$ cat src/rtl/tcc_pkg.sv
package tcc_pkg;
   localparam int NOM_SLOPE    = 262;
   localparam int NOM_ICPT     = 66400;
   localparam int RATIO_UNIT   = 1000;
   localparam int DELTA_MID    = 128;
   localparam int DELTA_STEP   = 250;
   localparam int TEMP_MIN     = -40000;
   localparam int TEMP_MAX     = 120000;
   localparam int CODE_IN_MAX  = 1000;
   localparam int CODE_OUT_MAX = 999;

   typedef enum logic [2:0] {
      ST_IDLE,
      ST_SLOPE,
      ST_EVAL,
      ST_QUOT
   } conv_state_t;
endpackage

$ cat src/rtl/tcc_divider.sv
module tcc_divider #(
   parameter int W = 20
) (
   input  logic         clk,
   input  logic         rst_n,
   input  logic         go,
   input  logic [W-1:0] dividend,
   input  logic [W-1:0] divisor,
   output logic         fin,
   output logic [W-1:0] quot
);
   localparam int CNT_W = $clog2(W + 1);

   logic [W-1:0]     rem_q;
   logic [W-1:0]     q_q;
   logic [CNT_W-1:0] cnt_q;
   logic             run_q;
   logic [W:0]       shifted;
   logic [W:0]       diff;

   always_comb begin
      shifted = {rem_q, q_q[W-1]};
      diff    = shifted - {1'b0, divisor};
   end

   always_ff @(posedge clk or negedge rst_n) begin
      if (!rst_n) begin
         rem_q <= '0;
         q_q   <= '0;
         cnt_q <= '0;
         run_q <= 1'b0;
         fin   <= 1'b0;
      end else begin
         fin <= 1'b0;
         if (go) begin
            rem_q <= '0;
            q_q   <= dividend;
            cnt_q <= CNT_W'(W);
            run_q <= 1'b1;
         end else if (run_q) begin
            if (!diff[W]) begin
               rem_q <= diff[W-1:0];
               q_q   <= {q_q[W-2:0], 1'b1};
            end else begin
               rem_q <= shifted[W-1:0];
               q_q   <= {q_q[W-2:0], 1'b0};
            end
            cnt_q <= cnt_q - 1'b1;
            if (cnt_q == CNT_W'(1)) begin
               run_q <= 1'b0;
               fin   <= 1'b1;
            end
         end
      end
   end

   assign quot = q_q;
endmodule

$ cat src/rtl/tcc_cal.sv
module tcc_cal #(
   parameter int OFF_W   = 9,
   parameter int DELTA_W = 8,
   parameter int RATIO_W = 11,
   parameter int TEMP_W  = 32
) (
   input  logic                     clk,
   input  logic                     rst_n,
   input  logic                     load,
   input  logic                     sign_in,
   input  logic [OFF_W-1:0]         off_in,
   input  logic [DELTA_W-1:0]       delta_in,
   output logic [RATIO_W-1:0]       ratio,
   output logic signed [TEMP_W-1:0] icpt
);
   import tcc_pkg::*;

   logic               sign_q;
   logic [OFF_W-1:0]   off_q;
   logic [DELTA_W-1:0] delta_q;

   always_ff @(posedge clk or negedge rst_n) begin
      if (!rst_n) begin
         sign_q  <= 1'b0;
         off_q   <= '0;
         delta_q <= DELTA_W'(DELTA_MID);
      end else if (load) begin
         sign_q  <= sign_in;
         off_q   <= off_in;
         delta_q <= delta_in;
      end
   end

   always_comb begin
      if (sign_q) ratio = RATIO_W'(RATIO_UNIT) - RATIO_W'(off_q);
      else        ratio = RATIO_W'(RATIO_UNIT) + RATIO_W'(off_q);
      icpt = TEMP_W'(NOM_ICPT + (int'(delta_q) - DELTA_MID) * DELTA_STEP);
   end
endmodule

$ cat src/rtl/tcc_conv.sv
module tcc_conv #(
   parameter int CODE_W  = 10,
   parameter int TEMP_W  = 32,
   parameter int OFF_W   = 9,
   parameter int DELTA_W = 8,
   parameter int DIV_W   = 20
) (
   input  logic                     clk,
   input  logic                     rst_n,
   input  logic                     cal_load,
   input  logic                     cal_sign,
   input  logic [OFF_W-1:0]         cal_ratio_off,
   input  logic [DELTA_W-1:0]       cal_delta,
   input  logic                     start,
   input  logic                     mode,
   input  logic [CODE_W-1:0]        code_in,
   input  logic signed [TEMP_W-1:0] temp_in,
   output logic                     busy,
   output logic                     done,
   output logic signed [TEMP_W-1:0] temp_out,
   output logic [CODE_W-1:0]        code_out
);
   import tcc_pkg::*;

   localparam int RATIO_W = $clog2(RATIO_UNIT + (1 << OFF_W));

   initial begin
      assert ((1 << DIV_W) > NOM_SLOPE * (RATIO_UNIT + (1 << OFF_W)))
         else $error("DIV_W too narrow for slope product");
      assert ((1 << CODE_W) > CODE_IN_MAX)
         else $error("CODE_W too narrow");
      assert (RATIO_UNIT > (1 << OFF_W))
         else $error("OFF_W allows a non-positive ratio");
   end

   logic [RATIO_W-1:0]       ratio_w;
   logic signed [TEMP_W-1:0] icpt_w;
   conv_state_t              st_q;
   logic                     mode_q;
   logic [CODE_W-1:0]        code_q;
   logic signed [TEMP_W-1:0] temp_q;
   logic signed [TEMP_W-1:0] icpt_q;
   logic [DIV_W-1:0]         slope_q;
   logic                     div_go;
   logic [DIV_W-1:0]         div_a;
   logic [DIV_W-1:0]         div_b;
   logic                     div_fin;
   logic [DIV_W-1:0]         div_q;
   logic [CODE_W-1:0]        code_clamp;
   logic signed [TEMP_W-1:0] temp_clamp;
   logic signed [TEMP_W-1:0] numer;
   logic signed [TEMP_W-1:0] fwd_val;

   tcc_cal #(
      .OFF_W(OFF_W), .DELTA_W(DELTA_W), .RATIO_W(RATIO_W), .TEMP_W(TEMP_W)
   ) u_cal (
      .clk(clk), .rst_n(rst_n), .load(cal_load), .sign_in(cal_sign),
      .off_in(cal_ratio_off), .delta_in(cal_delta),
      .ratio(ratio_w), .icpt(icpt_w)
   );

   tcc_divider #(.W(DIV_W)) u_div (
      .clk(clk), .rst_n(rst_n), .go(div_go), .dividend(div_a),
      .divisor(div_b), .fin(div_fin), .quot(div_q)
   );

   always_comb begin
      code_clamp = (code_in > CODE_W'(CODE_IN_MAX)) ? CODE_W'(CODE_IN_MAX) : code_in;
      if (temp_in < TEMP_W'(TEMP_MIN))      temp_clamp = TEMP_W'(TEMP_MIN);
      else if (temp_in > TEMP_W'(TEMP_MAX)) temp_clamp = TEMP_W'(TEMP_MAX);
      else                                  temp_clamp = temp_in;
      numer   = temp_q + icpt_q;
      fwd_val = $signed(TEMP_W'(slope_q)) * $signed(TEMP_W'(code_q)) - icpt_q;
   end

   always_ff @(posedge clk or negedge rst_n) begin
      if (!rst_n) begin
         st_q     <= ST_IDLE;
         mode_q   <= 1'b0;
         code_q   <= '0;
         temp_q   <= '0;
         icpt_q   <= '0;
         slope_q  <= '0;
         div_go   <= 1'b0;
         div_a    <= '0;
         div_b    <= '0;
         done     <= 1'b0;
         temp_out <= '0;
         code_out <= '0;
      end else begin
         div_go <= 1'b0;
         done   <= 1'b0;
         unique case (st_q)
            ST_IDLE: if (start) begin
               mode_q <= mode;
               code_q <= code_clamp;
               temp_q <= temp_clamp;
               icpt_q <= icpt_w;
               div_a  <= DIV_W'(NOM_SLOPE * int'(ratio_w));
               div_b  <= DIV_W'(RATIO_UNIT);
               div_go <= 1'b1;
               st_q   <= ST_SLOPE;
            end
            ST_SLOPE: if (div_fin) begin
               slope_q <= div_q;
               st_q    <= ST_EVAL;
            end
            ST_EVAL: begin
               if (!mode_q) begin
                  temp_out <= fwd_val;
                  done     <= 1'b1;
                  st_q     <= ST_IDLE;
               end else if (numer[TEMP_W-1]) begin
                  code_out <= '0;
                  done     <= 1'b1;
                  st_q     <= ST_IDLE;
               end else begin
                  div_a  <= DIV_W'(numer);
                  div_b  <= slope_q;
                  div_go <= 1'b1;
                  st_q   <= ST_QUOT;
               end
            end
            ST_QUOT: if (div_fin) begin
               code_out <= (div_q > DIV_W'(CODE_OUT_MAX)) ? CODE_W'(CODE_OUT_MAX)
                                                          : div_q[CODE_W-1:0];
               done     <= 1'b1;
               st_q     <= ST_IDLE;
            end
            default: st_q <= ST_IDLE;
         endcase
      end
   end

   assign busy = (st_q != ST_IDLE);
endmodule

$ cat config.mk
export PLATFORM = sky130hd
export DESIGN_NAME = tcc_conv
export DESIGN_NICKNAME = d
export VERILOG_FILES = /design/src/rtl/tcc_pkg.sv /design/src/rtl/tcc_divider.sv /design/src/rtl/tcc_cal.sv /design/src/rtl/tcc_conv.sv
export SDC_FILE = /design/constraint.sdc
export NUM_CORES = 1
export LEC_CHECK = 0
export ABC_AREA = 0
export BUFFER_PORTS_ARGS = -buffer_cell sky130_fd_sc_hd__buf_2
export CAP_MARGIN = 20
export CORE_MARGIN = 2
export CORE_UTILIZATION = 39
export DETAILED_ROUTE_END_ITERATION = 16
export SYNTH_ARGS = -nofsm -noshare
export SYNTH_HDL_FRONTEND = slang
export SYNTH_SLANG_ARGS = --single-unit
export TNS_END_PERCENT = 100
$ cat constraint.sdc
create_clock -name clk -period 19.7 [get_ports clk]
set_input_delay 2.955 -clock clk [delete_from_list [all_inputs] [get_ports clk]]
set_output_delay 2.955 -clock clk [all_outputs]
set_load 0.05 [all_outputs]
==> summary.txt <==
Worst setup path
  – Reg2reg setup slack: around 12 ns
  – Req. time, crit path: 20.14 ns
  – Arr. time, crit path: roughly 8.5 ns
  – Max incr delay on CP: around 0.8 ns
  – Slowest CP cell: dfrtp_1
  – Crit path launch type: flip-flop
  – Largest delay share family, worst path: adder cells
  – CP bufs+invs: 3
  – Most common cell on crit path: fa_1
  – Worst setup path category: flip-flop to flip-flop
  – Max FO, Critical Path: 21
  – Setup crit end kind: flip-flop

Clocking
  – Clk_lat worst skew: just under 0.6 ns
  – Root Driver: clkbuf_16
  – Reg clk slew, reported paths: ~0.06 ns
  – Post-CTS Setup Bufs: 0
  – Clock Path Buffers: 3
  – CTS H-Tree Depth: 1
  – Hold_buf cts: 0
  – Clock sinks: between 200 and 250
  – Post-cts sizing count: 0
  – CTS Buf Count: 29
  – CTS tree: yes

STA
  – Hold Fails Final Rpt: 0
  – Total Neg Setup Slack: 0 ns
  – RSZ-0062 raised after global routing: false
  – Max-slew headroom: about a third
  – Fmax: 123 MHz
  – Final Slew Violations: 0
  – Worst-Margin Slew: 0.989 ns
  – Final setup fails: 0
  – Final period utilization: ~41%
  – Minimum clock period: a little over 8 ns
  – Worst Clk Skew: roughly 0.023 ns

Pwr
  – Net Sw Power: 0.000744 W
  – Flop pwr share: 26.3%
  – Sw frac: between 30% and 40%
  – Clk pwr share: 28.5%
  – Peak supply drop: approximately 110 uV
  – Internal power: roughly 0.0012 W
  – Power per cell area: approximately 78 nW/um2
  – Combinational share of power: roughly 45%
  – Leak Pwr: ~13 nW

Cells and area
  – Fin cells: 3381
  – Area Growth Syn to Fin: 9.56%
  – Nets: 3057
  – Layout cell share with drive strength beyond 1: under 10%

Route
  – First-pass iteration count of the detailed router: 5
  – Routed Wire Length: between 50000 and 60000 um
  – DRC Markers: 0
  – Via/cell ratio: 5.27
  – Wire per inst: around 17 um
  – Initial DRC count: a little over 800
  – Via Count: between 15000 and 20000
  – ANT nets after route: 0

Global route
  – Most Crowded Layer GR: met2
  – M1 GR Usage: between 20% and 30%
  – Vias in the first global route: 18300
  – Largest net degree at the start of global routing: 99
  – Global-route wire length before repair: 96500 um
  – Initial antenna violation count: 0
  – All-layer global routing usage: 19.7%
  – Met2 GRT Util: 34.0%
  – Routing usage on met3: under 10%
  – Total grt overflow: 0

Floorplan
  – Die Y: 246 um
  – Core area: 57800 um2
  – Initial Util: about 40%
  – # rows: between 80 and 90
  – Die width: roughly 250 um
  – Die area: 60600 um2
  – Ports: 109

Place
  – PortBufs: approximately 110
  – DP Cell Count: roughly 3300
  – GPL Wtd Cong: roughly 0.88
  – Placed wire-length estimate: around 45000 um

Yosys
  – Cell with the most instances after synthesis: inv_1
  – Netlist Area Pre-Place: ~23000 um2
  – Post-synth top area share: a little over a quarter
  – Post-synth top flop: dfrtp_1
  – Register bit total from synthesis: around 250
  – Async set-reset flop share out of synthesis: 100%
  – EDFF count, synth: 0
  – Mapped Nets: between 3000 and 4000
  – Dominant cells by area after synthesis: dfrtp_1, fa_1, ha_1
  – Synth cell count leaders: inv_1, nand2_1, dfrtp_1
  – Mapped Cells: about 2500
  – Distinct cell type count after synthesis: between 80 and 90
  – Register area share after synthesis: between 20% and 30%
  – Cell taking the most area after synthesis: dfrtp_1
  – Yosys warning count: 0
  – Mapped Avg Cell Area: around 9.0 um2

Flow run
  – Max Cap Violations: 0

Run status
  – Status: finished, final reports clean

Hold path
  – Hold Crit Class: flip-flop to flip-flop
[path summary, 6_finish.rpt]
check	startpoint	end	cells past startpoint
worst max register to register	code_q[3]	temp_out[31]	29
max in group asynchronous	rst_n	icpt_q[22]	3
min in group asynchronous	rst_n	u_div.cnt_q[1]	1
worst max-delay path	code_q[3]	temp_out[31]	29
worst min-delay path	temp_out[21]	temp_out[21]	2
worst min register to register	temp_out[21]	temp_out[21]	2
[flip-flops by register name (all words and copies together) (netlist names), 2 cells and up]
register	flops
code_q	10
st_q	2
u_div.rem_q	20
div_b	20
u_cal.delta_q	8
u_div.quot	20
icpt_q	31
code_out	10
u_div.cnt_q	5
temp_q	32
temp_out	32
slope_q	20
div_a	20
u_cal.off_q	9
[cell type report]
| type | instances | area [um2] |
|---|---|---|
| diodes | 1 | 2.50 |
| fillers | 5689 | 32700 |
| inverters | 298 | 1120 |
| repair buffers | 121 | 648 |
| clock buffers | 40 | 847 |
| clock inverters | 14 | 155 |
| flip-flops and latches | 245 | 6130 |
| multi-input cells | 1897 | 15200 |
| well taps | 765 | 957 |
[power groups by stage]
stage	sequential (W)	combinational, W	clock (W)
finish	0.000515	0.000885	0.000559
global placement	0.000524	0.000876	0
global route	0.000515	0.00101	0.000596
floorplan	0.000521	0.000727	0
detailed placement	0.000524	0.000888	0
CTS	0.000515	0.000894	0.000572
[metrics by stage]
stage | power [W] | area, um2 | util, % | hold slack (ns) | worst slack [ns]
after global placement | 0.00140 | 24100 | 41.6 | 0.460 | 11.91
after floorplan | 0.00125 | 22900 | - | 0.453 | 12.64
after detailed placement | 0.00141 | 24100 | 41.6 | 0.458 | 11.76
after CTS | 0.00198 | 25100 | 43.4 | 0.472 | 11.72
final | 0.00196 | 25100 | 43.4 | 0.464 | 11.60
after global routing | 0.00212 | 25100 | 43.4 | 0.505 | 10.97
[cells by family after synthesis]
kind of cell | Yosys count | share of synthesized area [%]
xor+xnor | 112 | 4.35
flops | 245 | 26.8
compound gates | 573 | 16.2
buf+inv | 401 | 6.78
simple gates | 753 | 15.3
mux | 59 | 2.79
fa+ha+maj | 400 | 27.7
[cell usage in the layout, fill, tap and decap left out, drive strengths merged, types with 11 or more instances in the layout]
master and n:
inv 301, o31ai 12, nand2b 29, a21o 64, nand2 287, mux2 29
o21ai 191, o21a 22, mux2i 30, o21bai 17, clkbuf 40, ha 222
a31oi 18, a21oi 128, and2 97, nor2 171, nor3 39, nor2b 19
dfrtp 244, fa 178, buf 121, nand4 14, nand3 48, a211oi 31
xor2 44, xnor2 68, a22o 11
[tightest hold or removal path: stages (launching register included)]
cell and delay (ns):
dfrtp_1 0.34, nand2_1 0.05, nand2_1 0.05
[layer usage]
metal | up-vias | wire length [um]
li1 | 8644 | -
met1 | 8764 | 26100
met2 | 345 | 28500
met3 | 77 | 2330
met4 | 0 | 1310
met5 | - | 0
Power figures use the tool's default switching activity.
